===== config.mk =====
export PLATFORM = sky130hd
export DESIGN_NAME = ebus_xfer_seq
export DESIGN_NICKNAME = d
export VERILOG_FILES = /design/src/rtl/ebus_seq_pkg.sv /design/src/rtl/ebus_desc_decode.sv /design/src/rtl/ebus_addr_gen.sv /design/src/rtl/ebus_seq_fsm.sv /design/src/rtl/ebus_xfer_seq.sv
export SDC_FILE = /design/constraint.sdc
export NUM_CORES = 1
export LEC_CHECK = 0
export ABC_AREA = 0
export BUFFER_PORTS_ARGS = -buffer_cell sky130_fd_sc_hd__buf_2
export CAP_MARGIN = 20
export CORE_ASPECT_RATIO = 0.9
export CORE_UTILIZATION = 50
export DETAILED_ROUTE_END_ITERATION = 8
export GPL_TIMING_DRIVEN = 1
export PLACE_DENSITY = 0.95
export SYNTH_ARGS = -nofsm -noshare
export SYNTH_HDL_FRONTEND = slang
export SYNTH_SLANG_ARGS = --single-unit

===== constraint.sdc =====
create_clock -name clk -period 4.6 [get_ports clk]
set_input_delay 0.23 -clock clk [delete_from_list [all_inputs] [get_ports clk]]
set_output_delay 0.23 -clock clk [all_outputs]
set_load 0.005 [all_outputs]

===== src/rtl/ebus_seq_pkg.sv =====
package ebus_seq_pkg;

    localparam logic [4:0] OPC_BUS_WRITE = 5'h0C;
    localparam logic [4:0] OPC_BUS_READ  = 5'h0D;

    typedef enum logic [1:0] {
        KIND_NONE,
        KIND_WRITE,
        KIND_READ
    } xfer_kind_e;

    typedef enum logic [1:0] {
        DISP_RUN,
        DISP_EMPTY,
        DISP_REJECT
    } dispatch_e;

    typedef enum logic [2:0] {
        ST_IDLE,
        ST_FETCH,
        ST_LATCH,
        ST_BUS,
        ST_STORE,
        ST_DONE
    } seq_state_e;

    typedef struct packed {
        xfer_kind_e kind;
        logic       irq_en;
        logic       err;
    } cmd_ctl_t;

    function automatic xfer_kind_e classify_op(input logic [4:0] op);
        if (op == OPC_BUS_WRITE) return KIND_WRITE;
        if (op == OPC_BUS_READ)  return KIND_READ;
        return KIND_NONE;
    endfunction

    function automatic logic word_aligned(input logic [1:0] low_bits);
        return low_bits == 2'b00;
    endfunction

endpackage


===== src/rtl/ebus_desc_decode.sv =====
module ebus_desc_decode
    import ebus_seq_pkg::*;
(
    input  logic [4:0] opcode,
    input  logic       len_zero,
    input  logic [1:0] ptr_low,
    output xfer_kind_e kind,
    output dispatch_e  disp
);

    always_comb begin
        kind = classify_op(opcode);
        if (kind == KIND_NONE) begin
            disp = DISP_EMPTY;
        end else if (!word_aligned(ptr_low)) begin
            disp = DISP_REJECT;
        end else if (len_zero) begin
            disp = DISP_EMPTY;
        end else begin
            disp = DISP_RUN;
        end
    end

endmodule


===== src/rtl/ebus_addr_gen.sv =====
module ebus_addr_gen #(
    parameter int BUS_AW = 16,
    parameter int MEM_AW = 14,
    parameter int LEN_W  = 8
) (
    input  logic              clk,
    input  logic              rst,
    input  logic              load,
    input  logic              step,
    input  logic [BUS_AW-1:0] base,
    input  logic [MEM_AW-1:0] ptr_word,
    input  logic [LEN_W-1:0]  len,
    input  logic              hold,
    output logic [BUS_AW-1:0] bus_addr,
    output logic [MEM_AW-1:0] mem_addr,
    output logic              last_beat
);

    logic [BUS_AW-1:0] bus_q;
    logic [MEM_AW-1:0] mem_q;
    logic [LEN_W-1:0]  left_q;
    logic              hold_q;

    always_ff @(posedge clk) begin
        if (rst) begin
            bus_q  <= '0;
            mem_q  <= '0;
            left_q <= '0;
            hold_q <= 1'b0;
        end else if (load) begin
            bus_q  <= base;
            mem_q  <= ptr_word;
            left_q <= len;
            hold_q <= hold;
        end else if (step) begin
            if (!hold_q) begin
                bus_q <= bus_q + 1'b1;
            end
            mem_q  <= mem_q + 1'b1;
            left_q <= left_q - 1'b1;
        end
    end

    assign bus_addr  = bus_q;
    assign mem_addr  = mem_q;
    assign last_beat = (left_q == LEN_W'(1));

    p_inc_addr_r4: assert property (@(posedge clk) disable iff (rst)
        (step && !hold_q) |=> bus_addr == BUS_AW'($past(bus_addr) + 1'b1));

    p_hold_addr_r5: assert property (@(posedge clk) disable iff (rst)
        (step && hold_q) |=> $stable(bus_addr));

    p_ptr_step_r7: assert property (@(posedge clk) disable iff (rst)
        step |=> mem_addr == MEM_AW'($past(mem_addr) + 1'b1));

    p_addr_idle_r12: assert property (@(posedge clk) disable iff (rst)
        (!step && !load) |=> ($stable(bus_addr) && $stable(mem_addr)));

    p_no_underflow_r2: assert property (@(posedge clk) disable iff (rst)
        step |-> left_q != '0);

endmodule


===== src/rtl/ebus_seq_fsm.sv =====
module ebus_seq_fsm
    import ebus_seq_pkg::*;
#(
    parameter int DATA_W = 32,
    parameter int BE_W   = DATA_W / 8
) (
    input  logic              clk,
    input  logic              rst,
    input  logic              desc_valid,
    output logic              desc_ready,
    input  xfer_kind_e        kind_in,
    input  dispatch_e         disp_in,
    input  logic              irq_en_in,
    input  logic [BE_W-1:0]   be_in,
    output logic              load,
    output logic              step,
    input  logic              last_beat,
    output logic              lb_req,
    output logic              lb_we,
    output logic [BE_W-1:0]   lb_be,
    output logic [DATA_W-1:0] lb_wdata,
    input  logic [DATA_W-1:0] lb_rdata,
    input  logic              lb_ready,
    output logic              mem_rd_en,
    input  logic [DATA_W-1:0] mem_rdata,
    output logic              mem_wr_en,
    output logic [DATA_W-1:0] mem_wdata,
    output logic              done,
    output logic              done_err,
    output logic              sack_irq
);

    seq_state_e        state;
    cmd_ctl_t          ctl;
    logic [BE_W-1:0]   be_q;
    logic [DATA_W-1:0] data_q;

    always_ff @(posedge clk) begin
        if (rst) begin
            state  <= ST_IDLE;
            ctl    <= '0;
            be_q   <= '0;
            data_q <= '0;
        end else begin
            case (state)
                ST_IDLE: begin
                    if (desc_valid) begin
                        ctl.kind   <= kind_in;
                        ctl.irq_en <= irq_en_in;
                        ctl.err    <= (disp_in == DISP_REJECT);
                        be_q       <= be_in;
                        if (disp_in != DISP_RUN) begin
                            state <= ST_DONE;
                        end else if (kind_in == KIND_WRITE) begin
                            state <= ST_FETCH;
                        end else begin
                            state <= ST_BUS;
                        end
                    end
                end
                ST_FETCH: state <= ST_LATCH;
                ST_LATCH: begin
                    data_q <= mem_rdata;
                    state  <= ST_BUS;
                end
                ST_BUS: begin
                    if (lb_ready) begin
                        if (ctl.kind == KIND_READ) begin
                            data_q <= lb_rdata;
                            state  <= ST_STORE;
                        end else begin
                            state <= last_beat ? ST_DONE : ST_FETCH;
                        end
                    end
                end
                ST_STORE: state <= last_beat ? ST_DONE : ST_BUS;
                ST_DONE:  state <= ST_IDLE;
                default:  state <= ST_IDLE;
            endcase
        end
    end

    always_comb begin
        desc_ready = (state == ST_IDLE);
        load       = desc_ready && desc_valid;
        mem_rd_en  = (state == ST_FETCH);
        mem_wr_en  = (state == ST_STORE);
        mem_wdata  = data_q;
        lb_req     = (state == ST_BUS);
        lb_we      = lb_req && (ctl.kind == KIND_WRITE);
        lb_be      = lb_req ? be_q : '0;
        lb_wdata   = data_q;
        step       = (lb_req && lb_ready && ctl.kind == KIND_WRITE)
                   || (state == ST_STORE);
        done       = (state == ST_DONE);
        done_err   = done && ctl.err;
        sack_irq   = done && ctl.irq_en && !ctl.err;
    end

    p_req_hold_r12: assert property (@(posedge clk) disable iff (rst)
        (lb_req && !lb_ready) |=> lb_req);

    p_one_cmd_r12: assert property (@(posedge clk) disable iff (rst)
        (desc_valid && desc_ready) |=> !desc_ready);

    p_ready_after_done_r12: assert property (@(posedge clk) disable iff (rst)
        done |=> desc_ready);

    p_irq_in_done_r11: assert property (@(posedge clk) disable iff (rst)
        sack_irq |-> (done && !done_err));

    p_irq_single_r11: assert property (@(posedge clk) disable iff (rst)
        sack_irq |=> !sack_irq);

    p_err_quiet_r9: assert property (@(posedge clk) disable iff (rst)
        done_err |-> $past(desc_ready));

    p_port_excl_r2: assert property (@(posedge clk) disable iff (rst)
        $onehot0({lb_req, mem_rd_en, mem_wr_en, done}));

endmodule


===== src/rtl/ebus_xfer_seq.sv =====
module ebus_xfer_seq
    import ebus_seq_pkg::*;
#(
    parameter int BUS_AW = 16,
    parameter int PTR_W  = 16,
    parameter int LEN_W  = 8,
    parameter int DATA_W = 32,
    parameter int MEM_AW = PTR_W - 2,
    parameter int BE_W   = DATA_W / 8
) (
    input  logic              clk,
    input  logic              rst,
    input  logic              desc_valid,
    output logic              desc_ready,
    input  logic [4:0]        desc_opcode,
    input  logic              desc_irq_en,
    input  logic [LEN_W-1:0]  desc_len,
    input  logic [BE_W-1:0]   desc_be,
    input  logic              desc_hold,
    input  logic [PTR_W-1:0]  desc_mem_ptr,
    input  logic [BUS_AW-1:0] desc_bus_base,
    output logic              lb_req,
    output logic              lb_we,
    output logic [BUS_AW-1:0] lb_addr,
    output logic [BE_W-1:0]   lb_be,
    output logic [DATA_W-1:0] lb_wdata,
    input  logic [DATA_W-1:0] lb_rdata,
    input  logic              lb_ready,
    output logic [MEM_AW-1:0] mem_addr,
    output logic              mem_rd_en,
    input  logic [DATA_W-1:0] mem_rdata,
    output logic              mem_wr_en,
    output logic [DATA_W-1:0] mem_wdata,
    output logic              done,
    output logic              done_err,
    output logic              sack_irq
);

    xfer_kind_e dec_kind;
    dispatch_e  dec_disp;
    logic       seq_load;
    logic       seq_step;
    logic       seq_last;

    ebus_desc_decode u_decode (
        .opcode   (desc_opcode),
        .len_zero (desc_len == '0),
        .ptr_low  (desc_mem_ptr[1:0]),
        .kind     (dec_kind),
        .disp     (dec_disp)
    );

    ebus_addr_gen #(
        .BUS_AW (BUS_AW),
        .MEM_AW (MEM_AW),
        .LEN_W  (LEN_W)
    ) u_addr (
        .clk       (clk),
        .rst       (rst),
        .load      (seq_load),
        .step      (seq_step),
        .base      (desc_bus_base),
        .ptr_word  (desc_mem_ptr[PTR_W-1:2]),
        .len       (desc_len),
        .hold      (desc_hold),
        .bus_addr  (lb_addr),
        .mem_addr  (mem_addr),
        .last_beat (seq_last)
    );

    ebus_seq_fsm #(
        .DATA_W (DATA_W),
        .BE_W   (BE_W)
    ) u_fsm (
        .clk        (clk),
        .rst        (rst),
        .desc_valid (desc_valid),
        .desc_ready (desc_ready),
        .kind_in    (dec_kind),
        .disp_in    (dec_disp),
        .irq_en_in  (desc_irq_en),
        .be_in      (desc_be),
        .load       (seq_load),
        .step       (seq_step),
        .last_beat  (seq_last),
        .lb_req     (lb_req),
        .lb_we      (lb_we),
        .lb_be      (lb_be),
        .lb_wdata   (lb_wdata),
        .lb_rdata   (lb_rdata),
        .lb_ready   (lb_ready),
        .mem_rd_en  (mem_rd_en),
        .mem_rdata  (mem_rdata),
        .mem_wr_en  (mem_wr_en),
        .mem_wdata  (mem_wdata),
        .done       (done),
        .done_err   (done_err),
        .sack_irq   (sack_irq)
    );

    p_done_no_bus_r8: assert property (@(posedge clk) disable iff (rst)
        done |-> !lb_req);

endmodule


==> key figures <==
Finish
  – Antenna diode instance count: 0
  – Area growth from synthesis to layout: 23.9%
  – Count of non-filler cells in the finished layout: 861
  – Final-stage net count: 861
  – Share of final-layout standard cells stronger than drive strength 1: 33.8%

GRT
  – Sum of overflow across all layers after global routing: 0
  – Global-route wire length before repair: 20.5 mm
  – Largest net degree at the start of global routing: 65
  – GRT Resource Usage Total: 27.1%
  – Initial antenna violation count: 0
  – Number of global-route vias before repair: 4392

Clocking
  – Number of instances resized during post-cts repair: 0
  – Root cell of the clock tree: sky130_fd_sc_hd__clkbuf_8
  – Later-pin clock latency in the skew report: 350 ps
  – Clock tree from TritonCTS: built
  – Number of clock sinks: 82
  – Setup repair bufs after CTS: 0
  – Hold buffers post-CTS: 0
  – Maximum number of buffers from clock root to sink: 2
  – H-tree level count: 3
  – TritonCTS Buffers: 9
  – Register clock-pin slew on the reported worst setup and hold paths: 80 ps

Power
  – Pwr dens: 567 mW/mm^2
  – Leak Pwr: 2.52 nW
  – IR drop worst, VDD: 0.000254 V
  – Final Power: 3.17 mW

Synthesis
  – Count of mapped cells out of synthesis: 573
  – Ranking of synthesized cells by instance count: sky130_fd_sc_hd__nand2_1, sky130_fd_sc_hd__dfxtp_1, sky130_fd_sc_hd__nor2_1, sky130_fd_sc_hd__a311oi_1, sky130_fd_sc_hd__buf_4
  – Largest area contributor in the netlist: sky130_fd_sc_hd__dfxtp_1
  – Area fraction of the dominant cell type after synthesis: 36.3%
  – Synth async-reset ratio: 0%
  – Distinct cells, synth: 60
  – Average cell area after synthesis: 7.89 sq um
  – Number of warnings issued by yosys: 0
  – Most frequent cell after synthesis: sky130_fd_sc_hd__nand2_1
  – Net Count, Synth: 696
  – Number of enable-type register cells in the synthesized netlist: 0
  – Synth top area cells: sky130_fd_sc_hd__dfxtp_1, sky130_fd_sc_hd__a311oi_1, sky130_fd_sc_hd__nand2_1, sky130_fd_sc_hd__buf_4, sky130_fd_sc_hd__nor2_1
  – Post-synthesis sequential element count: 82
  – Commonest register cell after synthesis: sky130_fd_sc_hd__dfxtp_1
  – Netlist Area Pre-Place: 0.00452 sq mm
  – Share of synthesized area occupied by flip-flops and latches: 36.3%

Timing
  – Max_slew headroom: 30.0%
  – Setup TNS: 0 ps
  – Min Clock Period, post-route: 2730 ps
  – Final worst-path setup slack: 1870 ps
  – Setup Skew: 7.25 ps
  – Fin. max-slew vios: 0
  – Setup repair after global routing missed its margin: false
  – Period Utilization, post-route: 59.3%
  – Actual transition at the worst max-transition pin: 1050 ps
  – Fin. Hold Viols: 0
  – Final setup viols: 0
  – Fmax: 367 MHz
  – Min Hold Slack: 116 ps

Floorplanning
  – Starting density of the core: 52.0%
  – Full die area: 0.00943 sq mm
  – Die Y: 92.2 microns
  – Standard-cell row count: 32
  – Die W: 102 microns
  – Core outline area: 0.00869 sq mm
  – Top-Level Pins: 225

Critical path
  – Nature of the critical path endpoint: primary output
  – Slowest cell on the critical path: sky130_fd_sc_hd__dfxtp_1
  – Family with the most delay on the worst path: buffers and inverters
  – Origin of the worst setup path: u_fsm.state[1]
  – Required time worst endpoint: 4370 ps
  – Crit path largest cell delay: 650 ps
  – Signal arrival time at the worst endpoint: 2500 ps
  – Crit Path Category: reg -> out
  – Category of the worst setup path launch point: flip-flop
  – R2r startpoint: u_fsm.state[2]
  – Buffers plus inverters on the worst setup path: 3
  – Cells traversed along the worst timing path: nand2_1 -> or2_1 -> buf_4 -> inv_2 -> and3_1 -> buf_2
  – Largest driver fanout on the critical path: 39

Routing
  – Average wire per standard cell: 15.1 microns
  – Vias per cell: 5.78
  – Detail Route Antenna Nets: 0
  – First drt pass iteration count: 5
  – Routed vias: 4977
  – Drt first-iter violations: 356
  – DRC errors left: 0
  – Detailed-route wire length: 13.0 mm

Placed design
  – Final estimated routing congestion in global placement: 0.855
  – Final HPWL from detailed placement: 9.37 mm
  – Input/output buffers: 224
  – Cell count after placement: 846
  – Worst setup slack before clock tree synthesis: 2230 ps

Worst hold path
  – Worst hold path class: in -> reg
  – Hold path startpoint: desc_be[3]

Run status
  – Run status: completed

Flow run
  – Max_cap viols: 0
-- registers in the layout, indices dropped and copies added, names as in the netlist --
register and flops:
u_addr.bus_addr 16, u_fsm.state 3, u_fsm.ctl 4, u_addr.hold_q 1
u_addr.mem_addr 14, u_fsm.be_q 4, u_addr.left_q 8, u_fsm.lb_wdata 32
-- power breakdown --
part	total (mW)	switching, mW	leakage (nW)	internal (mW)
registers	1.24	0.286	0.672	0.959
clock network	0.512	0.250	0.0962	0.262
logic	1.42	0.797	1.75	0.621
-- final timing paths --
kind,endpoint,depth (start not counted),slack [ps]
setup / recovery,lb_we,6,1870
hold / removal,u_fsm.be_q[3],3,120
setup reg to reg,u_addr.bus_addr[14],4,2220
hold reg to reg,u_fsm.ctl[1],2,460
-- placed cells by master (no fill, tap or decap), types with 9 or more instances in the layout --
cell / count
sky130_fd_sc_hd__clkbuf_8: 10
sky130_fd_sc_hd__buf_2: 224
sky130_fd_sc_hd__o21ai_0: 13
sky130_fd_sc_hd__nand2_1: 95
sky130_fd_sc_hd__a311oi_1: 44
sky130_fd_sc_hd__a211oi_1: 9
sky130_fd_sc_hd__inv_1: 14
sky130_fd_sc_hd__nor3_1: 9
sky130_fd_sc_hd__nor2_1: 68
sky130_fd_sc_hd__a21oi_1: 15
sky130_fd_sc_hd__nor4_1: 12
sky130_fd_sc_hd__dfxtp_1: 82
sky130_fd_sc_hd__o21bai_1: 9
-- layout make-up --
cell class / instances / area, sq um
clock buffer: 12 / 145
clock inverter: 3 / 40.0
fill: 774 / 3090
inverter: 15 / 56.3
multi-input combinational: 401 / 2410
sequential: 82 / 1640
tap: 119 / 149
timing repair buffer: 229 / 1160
-- metal layers --
layer | track usage [%] | part of all wire (%) | routed length, microns | vias to the layer above
li1 | - | - | - | 2400
met1 | 34.5 | 42 | 5500 | 2305
met2 | 44.8 | 48 | 6290 | 241
met3 | 6.33 | 7.4 | 955 | 31
met4 | 8.57 | 1.8 | 240 | 0
met5 | 0 | 0 | 0 | -
-- tightest hold or removal path, stage by stage --
cell	delay, ps
sky130_fd_sc_hd__buf_2	100
sky130_fd_sc_hd__nand2_1	40
sky130_fd_sc_hd__a21oi_1	50
-- through the flow --
step	instance area, sq um	utilization (%)
after floorplan	4520	-
after global placement	5420	62.3
after detailed placement	5420	62.3
after CTS	5600	64.5
after global routing	5600	64.5
final	5600	64.5
-- logic make-up (layout without fill, tap and decap cells) --
| kind of cell | Yosys count | in the layout | share of synthesized area [%] |
|---|---|---|---|
| simple gates | 251 | 251 | 27.0 |
| compound gates | 141 | 141 | 24.0 |
| buf+inv | 90 | 259 | 10.6 |
| flops | 82 | 82 | 36.3 |
| fa+ha+maj | 4 | 4 | 1.11 |
| xor+xnor | 3 | 3 | 0.581 |
| mux | 2 | 2 | 0.443 |
Power figures use the tool's default switching activity.
